## config.mk

```make
export PLATFORM = sky130hd
export DESIGN_NAME = twi_reg_slave
export DESIGN_NICKNAME = d
export VERILOG_FILES = /design/src/rtl/twi_reg_pkg.sv /design/src/rtl/twi_reg_dp.sv /design/src/rtl/twi_reg_ctrl.sv /design/src/rtl/twi_reg_slave.sv
export SDC_FILE = /design/constraint.sdc
export NUM_CORES = 1
export LEC_CHECK = 0
export ABC_AREA = 1
export BUFFER_PORTS_ARGS = -buffer_cell sky130_fd_sc_hd__buf_2
export CAP_MARGIN = 20
export CORE_ASPECT_RATIO = 0.8
export CORE_MARGIN = 2
export CORE_UTILIZATION = 29
export DETAILED_ROUTE_END_ITERATION = 8
export PLACE_DENSITY_LB_ADDON = 0.2
export SYNTH_ARGS = -nofsm -noshare
export SYNTH_HDL_FRONTEND = slang
export SYNTH_HIERARCHICAL = 1
export SYNTH_SLANG_ARGS = --single-unit
```

## constraint.sdc

```tcl
create_clock -name clk -period 2 [get_ports clk]
set_input_delay 0.2 -clock clk [delete_from_list [all_inputs] [get_ports clk]]
set_output_delay 0.2 -clock clk [all_outputs]
set_load 0.05 [all_outputs]
```

## src/rtl/twi_reg_pkg.sv

```systemverilog
package twi_reg_pkg;

  typedef enum logic [3:0] {
    ST_IDLE,
    ST_DEVADDR,
    ST_DEVACK,
    ST_REGADDR,
    ST_REGACK,
    ST_WDATA,
    ST_WACK,
    ST_RDATA,
    ST_RACK,
    ST_HOLD,
    ST_WAITSTOP
  } ctrl_state_t;

  // Bus conditions seen by the datapath, one cycle pulses
  typedef struct packed {
    logic sclRise;
    logic sclFall;
    logic startSeen;
    logic stopSeen;
  } bus_event_t;

  // Strobes from control to datapath
  typedef struct packed {
    logic capPtr;
    logic wrReg;
    logic loadTx;
    logic shiftTx;
    logic ackOn;
    logic txOn;
  } ctrl_strobe_t;

endpackage

```

## src/rtl/twi_reg_dp.sv

```systemverilog
module twi_reg_dp
  import twi_reg_pkg::*;
#(
  parameter int NUM_REGS    = 16,
  parameter int SYNC_STAGES = 2
) (
  input  logic         clk,
  input  logic         rstN,
  input  logic         sclIn,
  input  logic         sdaIn,
  input  ctrl_strobe_t strb,
  output bus_event_t   ev,
  output logic [7:0]   rxByte,
  output logic         sdaOe
);

  localparam int IDX_W = (NUM_REGS > 1) ? $clog2(NUM_REGS) : 1;

  logic [SYNC_STAGES-1:0] sclPipe;
  logic [SYNC_STAGES-1:0] sdaPipe;
  logic sclS, sdaS, sclD, sdaD;
  logic [7:0] ptr;
  logic [7:0] txByte;
  logic [7:0] bank [NUM_REGS];
  logic [7:0] readVal;
  logic       inRange;

  // Synchronizers, reset to the idle-high bus level
  always_ff @(posedge clk or negedge rstN) begin
    if (!rstN) begin
      sclPipe <= '1;
      sdaPipe <= '1;
      sclD    <= 1'b1;
      sdaD    <= 1'b1;
    end else begin
      sclPipe <= {sclPipe[SYNC_STAGES-2:0], sclIn};
      sdaPipe <= {sdaPipe[SYNC_STAGES-2:0], sdaIn};
      sclD    <= sclS;
      sdaD    <= sdaS;
    end
  end

  assign sclS = sclPipe[SYNC_STAGES-1];
  assign sdaS = sdaPipe[SYNC_STAGES-1];

  assign ev.sclRise   = sclS & ~sclD;
  assign ev.sclFall   = ~sclS & sclD;
  assign ev.startSeen = sclS & sclD & sdaD & ~sdaS;
  assign ev.stopSeen  = sclS & sclD & ~sdaD & sdaS;

  // Receive shifter: data is captured when SCL goes high
  always_ff @(posedge clk or negedge rstN) begin
    if (!rstN)           rxByte <= 8'h00;
    else if (ev.sclRise) rxByte <= {rxByte[6:0], sdaS};
  end

  always_ff @(posedge clk or negedge rstN) begin
    if (!rstN)            ptr <= 8'h00;
    else if (strb.capPtr) ptr <= rxByte;
  end

  assign inRange = int'(ptr) < NUM_REGS;

  // Register bank, one flop group per entry
  for (genvar g = 0; g < NUM_REGS; g++) begin : gBank
    always_ff @(posedge clk or negedge rstN) begin
      if (!rstN)
        bank[g] <= 8'h00;
      else if (strb.wrReg && inRange && ptr[IDX_W-1:0] == IDX_W'(g))
        bank[g] <= rxByte;
    end
  end

  assign readVal = inRange ? bank[ptr[IDX_W-1:0]] : 8'h00;

  always_ff @(posedge clk or negedge rstN) begin
    if (!rstN)             txByte <= 8'hFF;
    else if (strb.loadTx)  txByte <= readVal;
    else if (strb.shiftTx) txByte <= {txByte[6:0], 1'b1};
  end

  // Registered pad enable, glitch-free
  always_ff @(posedge clk or negedge rstN) begin
    if (!rstN) sdaOe <= 1'b0;
    else       sdaOe <= strb.ackOn | (strb.txOn & ~txByte[7]);
  end

  a_r11_drive_scl_low: assert property (@(posedge clk) disable iff (!rstN)
    $rose(sdaOe) |-> !sclS)
    else $error("R11: SDA pulled low while SCL high");

  a_r2_write_on_fall: assert property (@(posedge clk) disable iff (!rstN)
    strb.wrReg |-> ev.sclFall)
    else $error("R2: register write outside an SCL fall");

  a_r9_out_of_range_zero: assert property (@(posedge clk) disable iff (!rstN)
    (strb.loadTx && !inRange) |=> txByte == 8'h00)
    else $error("R9: out-of-range read not zero");

endmodule

```

## src/rtl/twi_reg_ctrl.sv

```systemverilog
module twi_reg_ctrl
  import twi_reg_pkg::*;
#(
  parameter logic [6:0] DEV_ADDR = 7'b0101101
) (
  input  logic         clk,
  input  logic         rstN,
  input  bus_event_t   ev,
  input  logic [7:0]   rxByte,
  output ctrl_strobe_t strb,
  output ctrl_state_t  state
);

  localparam int BYTE_BITS = 8;
  localparam int CNT_W     = $clog2(BYTE_BITS + 1);
  localparam logic [CNT_W-1:0] LAST_BIT = CNT_W'(BYTE_BITS);

  ctrl_state_t      stNext;
  logic [CNT_W-1:0] bitCnt, cntNext;
  logic             rdFlag, rdNext;
  logic             byteDone;

  assign byteDone = ev.sclFall && (bitCnt == LAST_BIT);

  always_comb begin
    stNext       = state;
    cntNext      = bitCnt;
    rdNext       = rdFlag;
    strb         = '0;
    strb.ackOn   = (state == ST_DEVACK) || (state == ST_REGACK) || (state == ST_WACK);
    strb.txOn    = (state == ST_RDATA);
    if (ev.stopSeen) begin
      stNext  = ST_IDLE;
      cntNext = '0;
    end else if (ev.startSeen && state != ST_WAITSTOP) begin
      stNext  = ST_DEVADDR;
      cntNext = '0;
    end else begin
      unique case (state)
        ST_DEVADDR, ST_REGADDR, ST_WDATA: begin
          if (ev.sclRise) cntNext = bitCnt + 1'b1;
          if (byteDone) begin
            cntNext = '0;
            if (state == ST_DEVADDR) begin
              if (rxByte[7:1] == DEV_ADDR) begin
                stNext = ST_DEVACK;
                rdNext = rxByte[0];
              end else begin
                stNext = ST_WAITSTOP;
              end
            end else if (state == ST_REGADDR) begin
              strb.capPtr = 1'b1;
              stNext      = ST_REGACK;
            end else begin
              strb.wrReg = 1'b1;
              stNext     = ST_WACK;
            end
          end
        end
        ST_DEVACK: if (ev.sclFall) begin
          if (rdFlag) begin
            strb.loadTx = 1'b1;
            stNext      = ST_RDATA;
          end else begin
            stNext = ST_REGADDR;
          end
        end
        ST_REGACK: if (ev.sclFall) stNext = ST_WDATA;
        ST_WACK:   if (ev.sclFall) stNext = ST_HOLD;
        ST_RDATA: begin
          if (ev.sclRise) cntNext = bitCnt + 1'b1;
          if (byteDone) begin
            cntNext = '0;
            stNext  = ST_RACK;
          end else if (ev.sclFall) begin
            strb.shiftTx = 1'b1;
          end
        end
        ST_RACK:  if (ev.sclFall) stNext = ST_HOLD;
        default: ;
      endcase
    end
  end

  always_ff @(posedge clk or negedge rstN) begin
    if (!rstN) begin
      state  <= ST_IDLE;
      bitCnt <= '0;
      rdFlag <= 1'b0;
    end else begin
      state  <= stNext;
      bitCnt <= cntNext;
      rdFlag <= rdNext;
    end
  end

  // Checker state: one data write per transfer
  logic wroteFlag;
  always_ff @(posedge clk or negedge rstN) begin
    if (!rstN)                           wroteFlag <= 1'b0;
    else if (ev.startSeen || ev.stopSeen) wroteFlag <= 1'b0;
    else if (strb.wrReg)                  wroteFlag <= 1'b1;
  end

  a_r7_one_write: assert property (@(posedge clk) disable iff (!rstN)
    strb.wrReg |-> !wroteFlag)
    else $error("R7: second write in one transfer");

  a_r1_ack_after_fall: assert property (@(posedge clk) disable iff (!rstN)
    (state == ST_DEVACK && $past(state) != ST_DEVACK) |-> $past(ev.sclFall))
    else $error("R1: address ack entered off an SCL fall");

endmodule

```

## src/rtl/twi_reg_slave.sv

```systemverilog
module twi_reg_slave
  import twi_reg_pkg::*;
#(
  parameter logic [6:0] DEV_ADDR = 7'b0101101,
  parameter int         NUM_REGS = 16
) (
  input  logic clk,
  input  logic rstN,
  input  logic sclIn,
  input  logic sdaIn,
  output logic sdaOe
);

  bus_event_t   ev;
  ctrl_strobe_t strb;
  ctrl_state_t  state;
  logic [7:0]   rxByte;

  twi_reg_ctrl #(.DEV_ADDR(DEV_ADDR)) u_ctrl (
    .clk(clk), .rstN(rstN), .ev(ev), .rxByte(rxByte),
    .strb(strb), .state(state)
  );

  twi_reg_dp #(.NUM_REGS(NUM_REGS), .SYNC_STAGES(2)) u_dp (
    .clk(clk), .rstN(rstN), .sclIn(sclIn), .sdaIn(sdaIn),
    .strb(strb), .ev(ev), .rxByte(rxByte), .sdaOe(sdaOe)
  );

  a_r4_silent_on_mismatch: assert property (@(posedge clk) disable iff (!rstN)
    (state == ST_WAITSTOP && $past(state) == ST_WAITSTOP) |-> !sdaOe)
    else $error("R4: SDA driven after address mismatch");

  a_r10_idle_released: assert property (@(posedge clk) disable iff (!rstN)
    (state == ST_IDLE && $past(state) == ST_IDLE) |-> !sdaOe)
    else $error("R10: SDA driven while idle");

endmodule

```

### Word-level counts from Yosys, hierarchy flattened

Cells that the tools add are included.

| word-level totals | value |
|---|---|
| register bits | 168 |
| input bits | 4 |
| output and inout bits | 1 |
| logic and storage cells | 146 |

| operators by class | value |
|---|---|
| add/subtract/negate cells | 1 |
| order comparisons | 2 |
| equal/unequal tests | 31 |
| mux-type cells | 36 |
| bitwise gates (word level) | 17 |
| reductions and logical operators | 32 |

Operator list:

| operator | number |
|---|---|
| $mux 4 | 16 |
| $eq 4x4->1 const B | 10 |
| $mux 8 | 5 |
| $bmux 8 s4 | 1 |
| $eq 4x3->1 const B | 8 |
| $pmux 4 s5 | 1 |
| $logic_and 1x1->1 | 19 |
| $eq 4x2->1 const B | 4 |
| $reduce_and 6->1 | 2 |
| $and 1x1->1 | 8 |
| $eq 4x1->1 const B | 2 |
| $lt 8x5->1 const B | 1 |
| $mux 1 | 8 |
| $mux 2 | 4 |
| $ne 4x3->1 const B | 2 |
| $ne 4x4->1 const B | 2 |
| $eq 7x6->1 const B | 1 |
| $not 1->1 | 7 |
| $reduce_bool 7->1 | 1 |
| $ge 5x5->1 const B | 1 |
| $not 4->5 | 1 |
| $add 4x1->4 const B | 1 |
| $logic_not 4->1 | 1 |
| $ne 4x1->1 const B | 1 |
| other kinds (11) | 12 |

### Depth between registers and ports, before layout

Gate-level depths: netlist of the first run.

| depth | value |
|---|---|
| word-level depth | 9 |
| gate-level depth with buffers | 15 |
| mapped depth without buffers | 13 |

### Cells and area by module

The synthesis of the first run kept the hierarchy.

By module, submodules not included:

| module | instances | cells an instance | area each (µm²) | sequential area each (µm²) |
|---|---|---|---|---|
| twi_reg_dp | 1 | 917 | 7337.0 | 3996.3 |
| twi_reg_ctrl | 1 | 130 | 822.0 | 225.2 |

### Worst setup path after synthesis of the first run

OpenSTA, ideal clock, no wires.

| timing | value |
|---|---|
| path kind | register to register |
| start point | register u_dp.sdaPipe[1] |
| end point | register u_dp/bank[111] (netlist bit) |
| setup time | 0.141 ns |
| arrival time | 1.984 ns |
| required time | 1.859 ns |
| setup slack | -0.124 ns |
| cell stages (with the launch flop) | 14 |
| path buffers | 2 |
| clock period less this slack | 2.124 ns |
| cells stage by stage | dfstp_2 > inv_1 > nor3_1 > inv_1 > nand2_4 > inv_2 > nand3_1 > nor2_1 > nand2b_1 > buf_6 > nor2_2 > nand2_1 > buf_2 > o21ai_0 |

RTL lines:

| item | RTL line | source |
|---|---|---|
| start, declared | twi_reg_dp.sv:20 | `logic [SYNC_STAGES-1:0] sdaPipe;` |
| start signal, assigned | twi_reg_dp.sv:37 | `sdaPipe <= {sdaPipe[SYNC_STAGES-2:0], sdaIn};` |
| end signal, assigned by index | twi_reg_dp.sv:70 | `bank[g] <= rxByte;` |
| end, declared | twi_reg_dp.sv:24 | `logic [7:0] bank [NUM_REGS];` |

==> run_results.csv, run 1 <==
group,metric,value,unit
yosys,synthCells,1047,
sta,max_freq,465,MHz
die,die_w,192,um
pwr,p_total,0.00890,W
place,dp_hpwl,15300,um
grt,globalRouteOverflowTotal,0,
die,initial_core_util,29.7,%
clock_tree,clockBufferDepth,2,
flow_run,cap_violations,0,
sta,finalSetupTns,-6890,ps
yosys,netlist_area,8160,sq um
final_layout,syn_to_final_growth,30.4,%
final_layout,drive_above_1_share,28.6,%
sta,maxSlewViolCount,0,
detailed_routing,route.detailed.drc,0,
status,violations,"negative setup slack",
clock_tree,cts_buffers,17,
place,gp_congestion,0.838,
sta,slew_headroom,58.9,%
clock_tree,clk_pin_slew_worst_paths,70,ps
die,die_h,154,um
yosys,syn-num-nets,1053,
yosys,seq_area_frac_synth,51.7,%
grt,grt_usage,16.5,%
clock_tree,clkLatencyLatePin,450,ps
clock_tree,cts_tree,"yes",
detailed_routing,drt-total-wl,23300,um
worst_setup_path,critical_path_arrival,2460,ps
grt,grt_max_degree,54,
pwr,leakagePower,4.98,nW
final_layout,final_nets,1131,
sta,worst_pin_slew,616,ps
yosys,yosysTopAreaCellShare,47.2,%
sta,min_period_over_period,107,%
min_path,hp-class,"in2async",
die,core_area,27500,sq um
grt,antenna_found_initial,0,
clock_tree,htreeDepth,4,
clock_tree,cts.sinks,168,
pwr,ir_worst_vdd,0.610,mV
place,place_ws,-135,ps
final_layout,final_common_cell,"nand2_1",
detailed_routing,vias_per_cell,4.59,
yosys,synth_cell_types,29,
detailed_routing,antenna_left,0,
sta,rsz0062_at_grt,"yes",
worst_setup_path,critPathLaunchType,"flop",
pwr,seq_power_share,43.2,%
yosys,syn_area_per_cell,7.79,sq um
grt,grt_pass1_vias,6521,
pwr,powerDensity,837,nW/um^2
place,port-buffer-count,4,
clock_tree,cts_root_buffer,"clkbuf_16",
sta,hold_violations,0,
worst_setup_path,cp_max_fo,8,
detailed_routing,wl_per_cell,15.5,um
detailed_routing,dr.pass1.iters,5,
sta,hold_ws,203,ps
die,num_io_pins,5,
pwr,p_sw_share,30.9,%
detailed_routing,via_count,6896,
pwr,power.switching,0.00275,W
grt,grt_pass1_wl,37200,um
pwr,p_comb_share,18.8,%
yosys,ys_warn_count,6,
sta,setup_viol_count_final,99,
yosys,ys_ff_latch,168,
detailed_routing,drt-initial-drc-count,573,
sta,setup_slack,-150,ps
yosys,ys_top_cells_by_area,"dfrtp_1, nand2_1, o21ai_0, dfstp_2, nor2_1",
worst_setup_path,critPathKind,"reg2reg",
yosys,yosys.area.top_type,"dfrtp_1",
die,dieArea,29500,sq um
status,outcome,"complete, but fails checks",
pwr,p_clk_share,38.0,%
sta,fin_crit,2150,ps
final_layout,utilization,38.7,%
sta,skew,12.9,ps
die,rows,54,
final_layout,final_cell_mix,"nand2_1, dfrtp_1, buf_4",
worst_setup_path,cp.required,2310,ps
pwr,power.internal,0.00615,W
final_layout,diodes,0,
worst_setup_path,crit_path_end_kind,"flop",
final_layout,nFillCells,2778,
## power by group through the flow
| stage | sequential, W | combinational (W) | clock [W] |
|---|---|---|---|
| after floorplan | 0.00387 | 0.000845 | 0 |
| after global placement | 0.00388 | 0.00158 | 0 |
| after detailed placement | 0.00388 | 0.00159 | 0 |
| after CTS | 0.00383 | 0.00161 | 0.00347 |
| after global routing | 0.00388 | 0.00188 | 0.00364 |
| final | 0.00384 | 0.00168 | 0.00338 |
## logic make-up (layout without fill, tap and decap cells)
kind of cell               count (synthesis)  count (layout)  synth area share [%]
xor gates and xnor gates                   2               2                 0.215
DFF                                      168             168                  51.7
adders and majority gates                  2               2                 0.307
AOI/OAI and AO/OA                        197             197                  13.0
and+or+nand+nor                          568             569                  28.4
buffers and inverters                    110             200                  6.33
## cell type report
type | count | area, sq um | area share (%)
Clock inverter | 15 | 164 | 1.54
Clock buffer | 17 | 425 | 4.00
Inverter | 59 | 221 | 2.08
Multi-Input combinational cell | 770 | 3990 | 37.5
Sequential cell | 168 | 4230 | 39.7
Timing Repair Buffer | 109 | 1160 | 10.9
Tap cell | 364 | 455 | 4.28
## path summary, 6_finish.rpt
| path | from | end | slack [ps] | cells after the start |
|---|---|---|---|---|
| min in group clk | u_dp/sdaPipe[1] | u_dp/sdaD | 350 | 0 |
| max in group asynchronous | rstN | u_dp/txByte[5] | 1100 | 3 |
| max | u_ctrl/state[1] | u_dp/bank[88] | -150 | 16 |
| max reg2reg | u_ctrl/state[1] | u_dp/bank[88] | -150 | 16 |
| min reg2reg | u_dp/sdaPipe[1] | u_dp/sdaD | 350 | 0 |
| min | rstN | u_dp/bank[127] | 200 | 2 |
## synthesized netlist by cell type (all sizes together)
master / number
a21oi: 46
a22oi: 2
buf: 37
clkbuf: 14
dfrtp: 154
dfstp: 14
ha: 2
inv: 59
nand2: 461
nand2b: 1
nand3: 15
nand4: 5
nor2: 79
nor3: 6
nor3b: 1
o211ai: 1
o21ai: 147
o21bai: 1
xor2: 2
## worst max-delay path, stage by stage (launching register included)
cell and delay, ps:
dfrtp_2 410, inv_2 60, nor2_4 90, nand2_2 90, nand2_4 90, nand2_4 50
inv_2 50, nand3_2 80, nor2_1 110, nand2b_1 100, buf_12 160, nor3_4 200
buf_6 170, nand2_8 70, buf_12 170, nand2_4 50, o21ai_2 40
## repair_timing
item	4_1_cts	5_1_grt
setup endpoints to repair	109	147
hold buffers	3	0
pin swaps	4	19
resized for setup	84	138
hold endpoints to repair	92	0
buffers inserted	8	16
cloned	4	2
## per-stage QoR
stage | area, sq um | std cells
after floorplan | 8180 | 1047
after global placement | 9100 | 1439
after detailed placement | 9100 | 1439
after CTS | 10100 | 1486
after global routing | 10600 | 1502
final | 10600 | 1502
## sequential cells by signal, summed over array words and instances (netlist names), 2 cells and up
signal         cells
u_dp/ptr           8
u_dp/rxByte        8
u_ctrl/bitCnt      4
u_ctrl/state       4
u_dp/sdaPipe       2
u_dp/bank        128
u_dp/sclPipe       2
u_dp/txByte        8
## per-layer routing
layer | global-route usage (%) | part of all wire, % | vias to the layer above
met5 | 0 | 0 | -
met4 | 4.47 | 1.0 | 0
met3 | 2.83 | 3.4 | 19
met2 | 22.7 | 42 | 104
met1 | 26.2 | 54 | 3288
li1 | - | - | 3485
No activity file was read; power rests on OpenSTA's default activity.
==> run 2: changes to the inputs <==
--- a/config.mk
+++ b/config.mk
@@ -6,7 +6,7 @@
 export NUM_CORES = 1
 export LEC_CHECK = 0
 export ABC_AREA = 1
-export BUFFER_PORTS_ARGS = -buffer_cell sky130_fd_sc_hd__buf_2
+export BUFFER_PORTS_ARGS = -buffer_cell sky130_fd_sc_hd__buf_4
 export CAP_MARGIN = 20
 export CORE_ASPECT_RATIO = 0.8
 export CORE_MARGIN = 2
==> run_results.csv, run 2 (synthesized netlist as in run 1, its figures left out) <==
group,metric,value,unit
die,rows,54,
grt,grt_max_degree,62,
clock_tree,htreeDepth,4,
final_layout,drive_above_1_share,30.7,%
status,outcome,"complete, but fails checks",
die,dieArea,29500,sq um
pwr,p_comb_share,19.3,%
clock_tree,cts.sinks,168,
clock_tree,clkLatencyLatePin,450,ps
sta,maxSlewViolCount,0,
flow_run,cap_violations,0,
final_layout,syn_to_final_growth,33.1,%
sta,skew,12.7,ps
clock_tree,clockBufferDepth,2,
detailed_routing,drt-initial-drc-count,502,
final_layout,final_cell_mix,"nand2_1, dfrtp_1, buf_4",
place,gp_congestion,0.833,
worst_setup_path,cp_top_family,"simple AND/OR/NAND/NOR gates",
sta,hold_violations,0,
sta,rsz0062_at_grt,"yes",
final_layout,diodes,0,
die,die_h,154,um
sta,setup_viol_count_final,115,
min_path,hp-class,"in2async",
pwr,powerDensity,823,nW/um^2
final_layout,final_nets,1136,
worst_setup_path,crit_buf_inv,4,
final_layout,largest_reg_flops,128,
place,dpl_cell_area,9090,sq um
detailed_routing,via_count,7015,
worst_setup_path,critical_path_arrival,2450,ps
clock_tree,cts_buffers,17,
worst_setup_path,cp_max_fo,8,
worst_setup_path,crit_chain,"nor2_2 -> nand2_2 -> nand2_4 -> nand2_4 -> inv_4 -> nand3_4 -> nor2_2 -> nand2b_1 -> buf_12 -> buf_8 -> nor3_4 -> buf_6 -> nand2_8 -> nand2_2 -> o21ai_1",
worst_setup_path,critPathLaunchType,"flop",
sta,slew_headroom,51.9,%
sta,max_freq,469,MHz
final_layout,final_common_cell,"nand2_1",
grt,grt_pass1_wl,37700,um
worst_setup_path,critPathKind,"reg2reg",
sta,worst_pin_slew,721,ps
grt,antenna_found_initial,0,
die,die_w,192,um
pwr,power.internal,0.00626,W
final_layout,fin_cells,1506,
worst_setup_path,critical_path.max_stage_delay,440,ps
sta,fin_crit,2130,ps
pwr,ir_worst_vdd,0.609,mV
sta,setup_slack,-132,ps
grt,grt_usage,16.9,%
pwr,power.switching,0.00268,W
place,place_ws,-150,ps
final_layout,finalInstanceArea,10900,sq um
clock_tree,cts_root_buffer,"clkbuf_16",
worst_setup_path,cp_slowest_cell,"dfrtp_1",
place,dp_hpwl,15400,um
status,violations,"negative setup slack",
sta,finalSetupTns,-7470,ps
final_layout,utilization,39.5,%
pwr,p_clk_share,37.8,%
place,placedCellCount,1439,
clock_tree,cts_tree,"yes",
detailed_routing,wl_per_cell,16.1,um
pwr,leakagePower,5.15,nW
die,core_area,27500,sq um
place,port-buffer-count,4,
clock_tree,clk_pin_slew_worst_paths,70,ps
sta,min_period_over_period,107,%
detailed_routing,antenna_left,0,
pwr,p_sw_share,30.0,%
detailed_routing,drt-total-wl,24200,um
worst_setup_path,cp.required,2320,ps
final_layout,top_register,"u_dp/bank",
die,num_io_pins,5,
detailed_routing,dr.pass1.iters,7,
pwr,seq_power_share,43.0,%
grt,globalRouteOverflowTotal,0,
worst_setup_path,crit_path_end_kind,"flop",
detailed_routing,vias_per_cell,4.66,
detailed_routing,route.detailed.drc,0,
die,initial_core_util,29.7,%
grt,grt_pass1_vias,6556,
==> run 2: changes by cell type in the layout (fill, tap and decap cells not counted), sizes merged <==
cell and change:
clkbuf +6, clkinvlp +1, buf +2, inv -6, nand2 +1
==> run 2: final timing paths <==
check	from	to	slack [ps]	cells after the start
max in group asynchronous	rstN	u_dp/sclPipe[1]	920	3
min reg2reg	u_dp/sclPipe[0]	u_dp/sclPipe[1]	360	0
min in group clk	u_dp/sclPipe[0]	u_dp/sclPipe[1]	360	0
max	u_ctrl/state[2]	u_dp/bank[82]	-130	15
max reg2reg	u_ctrl/state[2]	u_dp/bank[82]	-130	15
min	rstN	u_dp/bank[114]	330	2
==> run 2: through the flow <==
stage / total power (W) / hold WS, ps
after floorplan: 0.00472 / -95.6
after global placement: 0.00546 / 238
after detailed placement: 0.00546 / 244
after CTS: 0.00888 / 340
after global routing: 0.00941 / 362
final: 0.00894 / 325
==> run 2: layout make-up <==
| type | count | area, sq um |
|---|---|---|
| flip-flops and latches | 168 | 4220 |
| multi-input cells | 771 | 4130 |
| inverters | 59 | 224 |
| clock buffers | 21 | 470 |
| well taps | 364 | 455 |
| clock inverters | 10 | 119 |
| repair buffers | 113 | 1240 |
| fillers | 2787 | 16600 |
==> run 2: power by group through the flow <==
stage	sequential, W	clock, W	combinational (W)
after floorplan	0.00387	0	0.000845
after global placement	0.00389	0	0.00158
after detailed placement	0.00388	0	0.00158
after CTS	0.00383	0.00345	0.00160
after global routing	0.00387	0.00362	0.00193
final	0.00384	0.00338	0.00172
==> run 2: what timing repair did <==
| item | CTS | global route |
|---|---|---|
| pin swaps | 6 | 16 |
| hold endpoints to repair | 59 | 0 |
| gates cloned | 5 | 7 |
| hold buffers | 3 | 0 |
| gates resized for setup | 73 | 205 |
| setup buffers | 13 | 11 |
| setup endpoints to repair | 115 | 148 |
==> run 2: layer usage <==
metal	share of wire (%)	vias up	global-route usage [%]
met4	1.6	0	5.16
met2	41	107	23.0
met1	53	3404	26.4
met5	0	-	0
met3	4.2	21	3.40
li1	-	3483	-
==> run 3: changes to the inputs <==
--- a/config.mk
+++ b/config.mk
@@ -5,9 +5,10 @@
 export SDC_FILE = /design/constraint.sdc
 export NUM_CORES = 1
 export LEC_CHECK = 0
-export ABC_AREA = 1
 export BUFFER_PORTS_ARGS = -buffer_cell sky130_fd_sc_hd__buf_4
 export CAP_MARGIN = 20
+export CELL_PAD_IN_SITES_DETAIL_PLACEMENT = 2
+export CELL_PAD_IN_SITES_GLOBAL_PLACEMENT = 2
 export CORE_ASPECT_RATIO = 0.8
 export CORE_MARGIN = 2
 export CORE_UTILIZATION = 29
==> run_results.csv, run 3 <==
group,metric,value,unit
status,outcome,"complete, but fails checks",
status,violations,"negative setup slack",
detailed_routing,drt-initial-drc-count,221,
place,place_ws,-1030,ps
sta,max_freq,337,MHz
final_layout,top_register,"u_dp/bank",
die,num_io_pins,5,
yosys,syn-num-nets,612,
sta,setup_viol_count_final,145,
pwr,powerDensity,884,nW/um^2
grt,antenna_found_initial,0,
yosys,ys_top_cells_by_area,"dfrtp_1, mux2_2, mux4_2, dfstp_2, mux2i_1",
die,die_w,190,um
grt,grt_pass1_wl,37800,um
pwr,p_total,0.00914,W
clock_tree,cts_root_buffer,"clkbuf_16",
worst_setup_path,critPathKind,"reg2reg",
grt,globalRouteOverflowTotal,0,
grt,grt_max_degree,57,
die,core_area,27200,sq um
yosys,ys_warn_count,6,
final_layout,drive_above_1_share,50.6,%
yosys,seq_area_frac_synth,52.7,%
yosys,synth_commonest_cells,"dfrtp_1, mux2_2, nand2_1, mux2i_1, nor2_1",
final_layout,diodes,0,
worst_setup_path,critical_path.max_stage_delay,540,ps
detailed_routing,route.detailed.drc,0,
yosys,synth-simple-area-share,9.92,%
yosys,synth_xor_area_share,0,%
place,gp_congestion,0.807,
min_path,hp-class,"in2async",
sta,setup_slack,-967,ps
worst_setup_path,crit_chain,"nor2b_4 -> and4b_1 -> nand2_2 -> nor3_2 -> or4b_4 -> buf_6 -> nor4b_4 -> buf_6 -> nand2_8 -> mux2_4",
clock_tree,cts_tree,"yes",
yosys,yosys.area.top_type,"dfrtp_1",
detailed_routing,via_count,5231,
worst_setup_path,cp.required,2330,ps
worst_setup_path,cp_slowest_cell,"dfstp_2",
worst_setup_path,crit_buf_inv,2,
worst_setup_path,cp_top_family,"simple AND/OR/NAND/NOR gates",
place,dp_hpwl,15800,um
sta,worst_pin_slew,895,ps
clock_tree,clkLatencyLatePin,450,ps
detailed_routing,antenna_left,0,
yosys,synth_cell_types,54,
yosys,synthCells,606,
pwr,ir_worst_vdd,0.593,mV
detailed_routing,vias_per_cell,4.99,
worst_setup_path,cp_max_fo,8,
sta,fin_crit,2970,ps
yosys,synth-edff-count,0,
detailed_routing,wl_per_cell,22.9,um
yosys,syn_area_per_cell,13.2,sq um
yosys,yosysMostFrequentCell,"dfrtp_1",
worst_setup_path,crit_path_frequent_cell,"buf_6",
yosys,yosys.area_share.adder,0.313,%
die,die_h,153,um
yosys,synth-compound-area-share,4.39,%
flow_run,cap_violations,0,
clock_tree,htreeDepth,4,
final_layout,final_nets,677,
sta,maxSlewViolCount,0,
yosys,async_flop_share,100,%
yosys,netlist_area,8010,sq um
clock_tree,clockBufferDepth,2,
yosys,yosysTopAreaCellShare,48.1,%
clock_tree,clk_pin_slew_worst_paths,70,ps
die,dieArea,29000,sq um
worst_setup_path,crit_path_end_kind,"flop",
clock_tree,cts.sinks,168,
yosys,synth.area.mux_share,30.1,%
die,rows,54,
detailed_routing,drt-total-wl,24000,um
sta,skew,13.7,ps
yosys,ys_ff_latch,168,
final_layout,final_common_cell,"dfrtp_1",
worst_setup_path,critPathLaunchType,"flop",
worst_setup_path,critical_path_arrival,3300,ps
final_layout,final_cell_mix,"dfrtp_1, mux2_2, buf_4",
place,port-buffer-count,4,
pwr,leakagePower,4.57,nW
detailed_routing,dr.pass1.iters,4,
yosys,synth_top_family_by_area,"multiplexers",
final_layout,syn_to_final_growth,29.2,%
sta,slew_headroom,40.3,%
clock_tree,cts_buffers,17,
die,initial_core_util,29.4,%
grt,grt_usage,17.5,%
sta,hold_violations,0,
yosys,synth_ff_type,"dfrtp_1",
sta,rsz0062_at_grt,"yes",
grt,grt_pass1_vias,6084,
sta,min_period_over_period,148,%
final_layout,largest_reg_flops,128,
run 3: cell types whose count changed after synthesis, sizes merged, moves of 9 or more:
cell	change
o21ai	-133
inv	-53
clkbuf	+10
nor3	+9
buf	-20
nor2	-52
mux2	+146
nand2	-420
a21oi	-27
mux2i	+36
mux4	+18
run 3: final timing paths:
check	slack, ps	depth (start not counted)	startpoint	end
min in group clk	370	0	u_dp/sdaPipe[0]	u_dp/sdaPipe[1]
max reg2reg	-970	10	u_dp/sclD	u_dp/bank[42]
min	210	2	rstN	u_dp/bank[49]
max in group asynchronous	1040	3	rstN	u_dp/bank[75]
min reg2reg	370	0	u_dp/sdaPipe[0]	u_dp/sdaPipe[1]
max	-970	10	u_dp/sclD	u_dp/bank[42]
run 3: kinds of logic (layout without fill, tap and decap cells):
kind of cell               count (synthesis)  in the layout
DFF                                      168            168
buffers and inverters                     47            125
muxes                                    200            200
AOI/OAI and AO/OA                         55             55
and+or+nand+nor                          134            134
adders and majority gates                  2              2
run 3: cell type report:
type | count | area, sq um
clock inverter | 13 | 183
timing repair buffer | 87 | 852
clock buffer | 19 | 453
fill | 2722 | 16900
multi-input combinational | 391 | 4160
sequential | 168 | 4220
inverter | 6 | 22.5
tap | 364 | 455
run 3: worst reg2reg max path, delay by kind of cell (launching register included):
family | cells | cell delay (ps)
and+or+nand+nor | 7 | 1580
DFF | 1 | 540
buffers and inverters | 2 | 380
muxes | 1 | 360
run 3: through the flow:
stage	util, %	instances	setup TNS [ps]	hold WS [ps]	cell area (sq um)
floorplan	-	606	-88400	-95.6	8180
global placement	33.5	1003	-102030	110	9130
detailed placement	33.5	1003	-115980	122	9130
CTS	37.4	1044	-117980	211	10200
global route	38.0	1048	-129310	236	10300
finish	38.0	1048	-109800	215	10300
run 3: layer usage:
metal  part of all wire (%)  vias up  track usage [%]
met5                      0        -                0
met1                     49     2827             24.1
met2                     48       35             28.8
met3                    1.7       17             2.83
li1                       -     2352                -
met4                    1.2        0             4.50
run 3: power by group:
group	internal (W)	total, W	switching [W]	leakage [nW]
clock	0.00207	0.00359	0.00152	0.310
combinational	0.000669	0.00189	0.00122	1.99
sequential	0.00356	0.00367	0.000106	2.27
run 3: repair_timing:
| action | 4_1_cts | 5_1_grt |
|---|---|---|
| endpoints found under the hold margin | 35 | 0 |
| setup buffers | 7 | 4 |
| resized for setup | 67 | 23 |
| endpoints found under the setup margin | 146 | 148 |
| pin swaps | 8 | 5 |
| hold buffers | 3 | 0 |
| gates cloned | 0 | 0 |
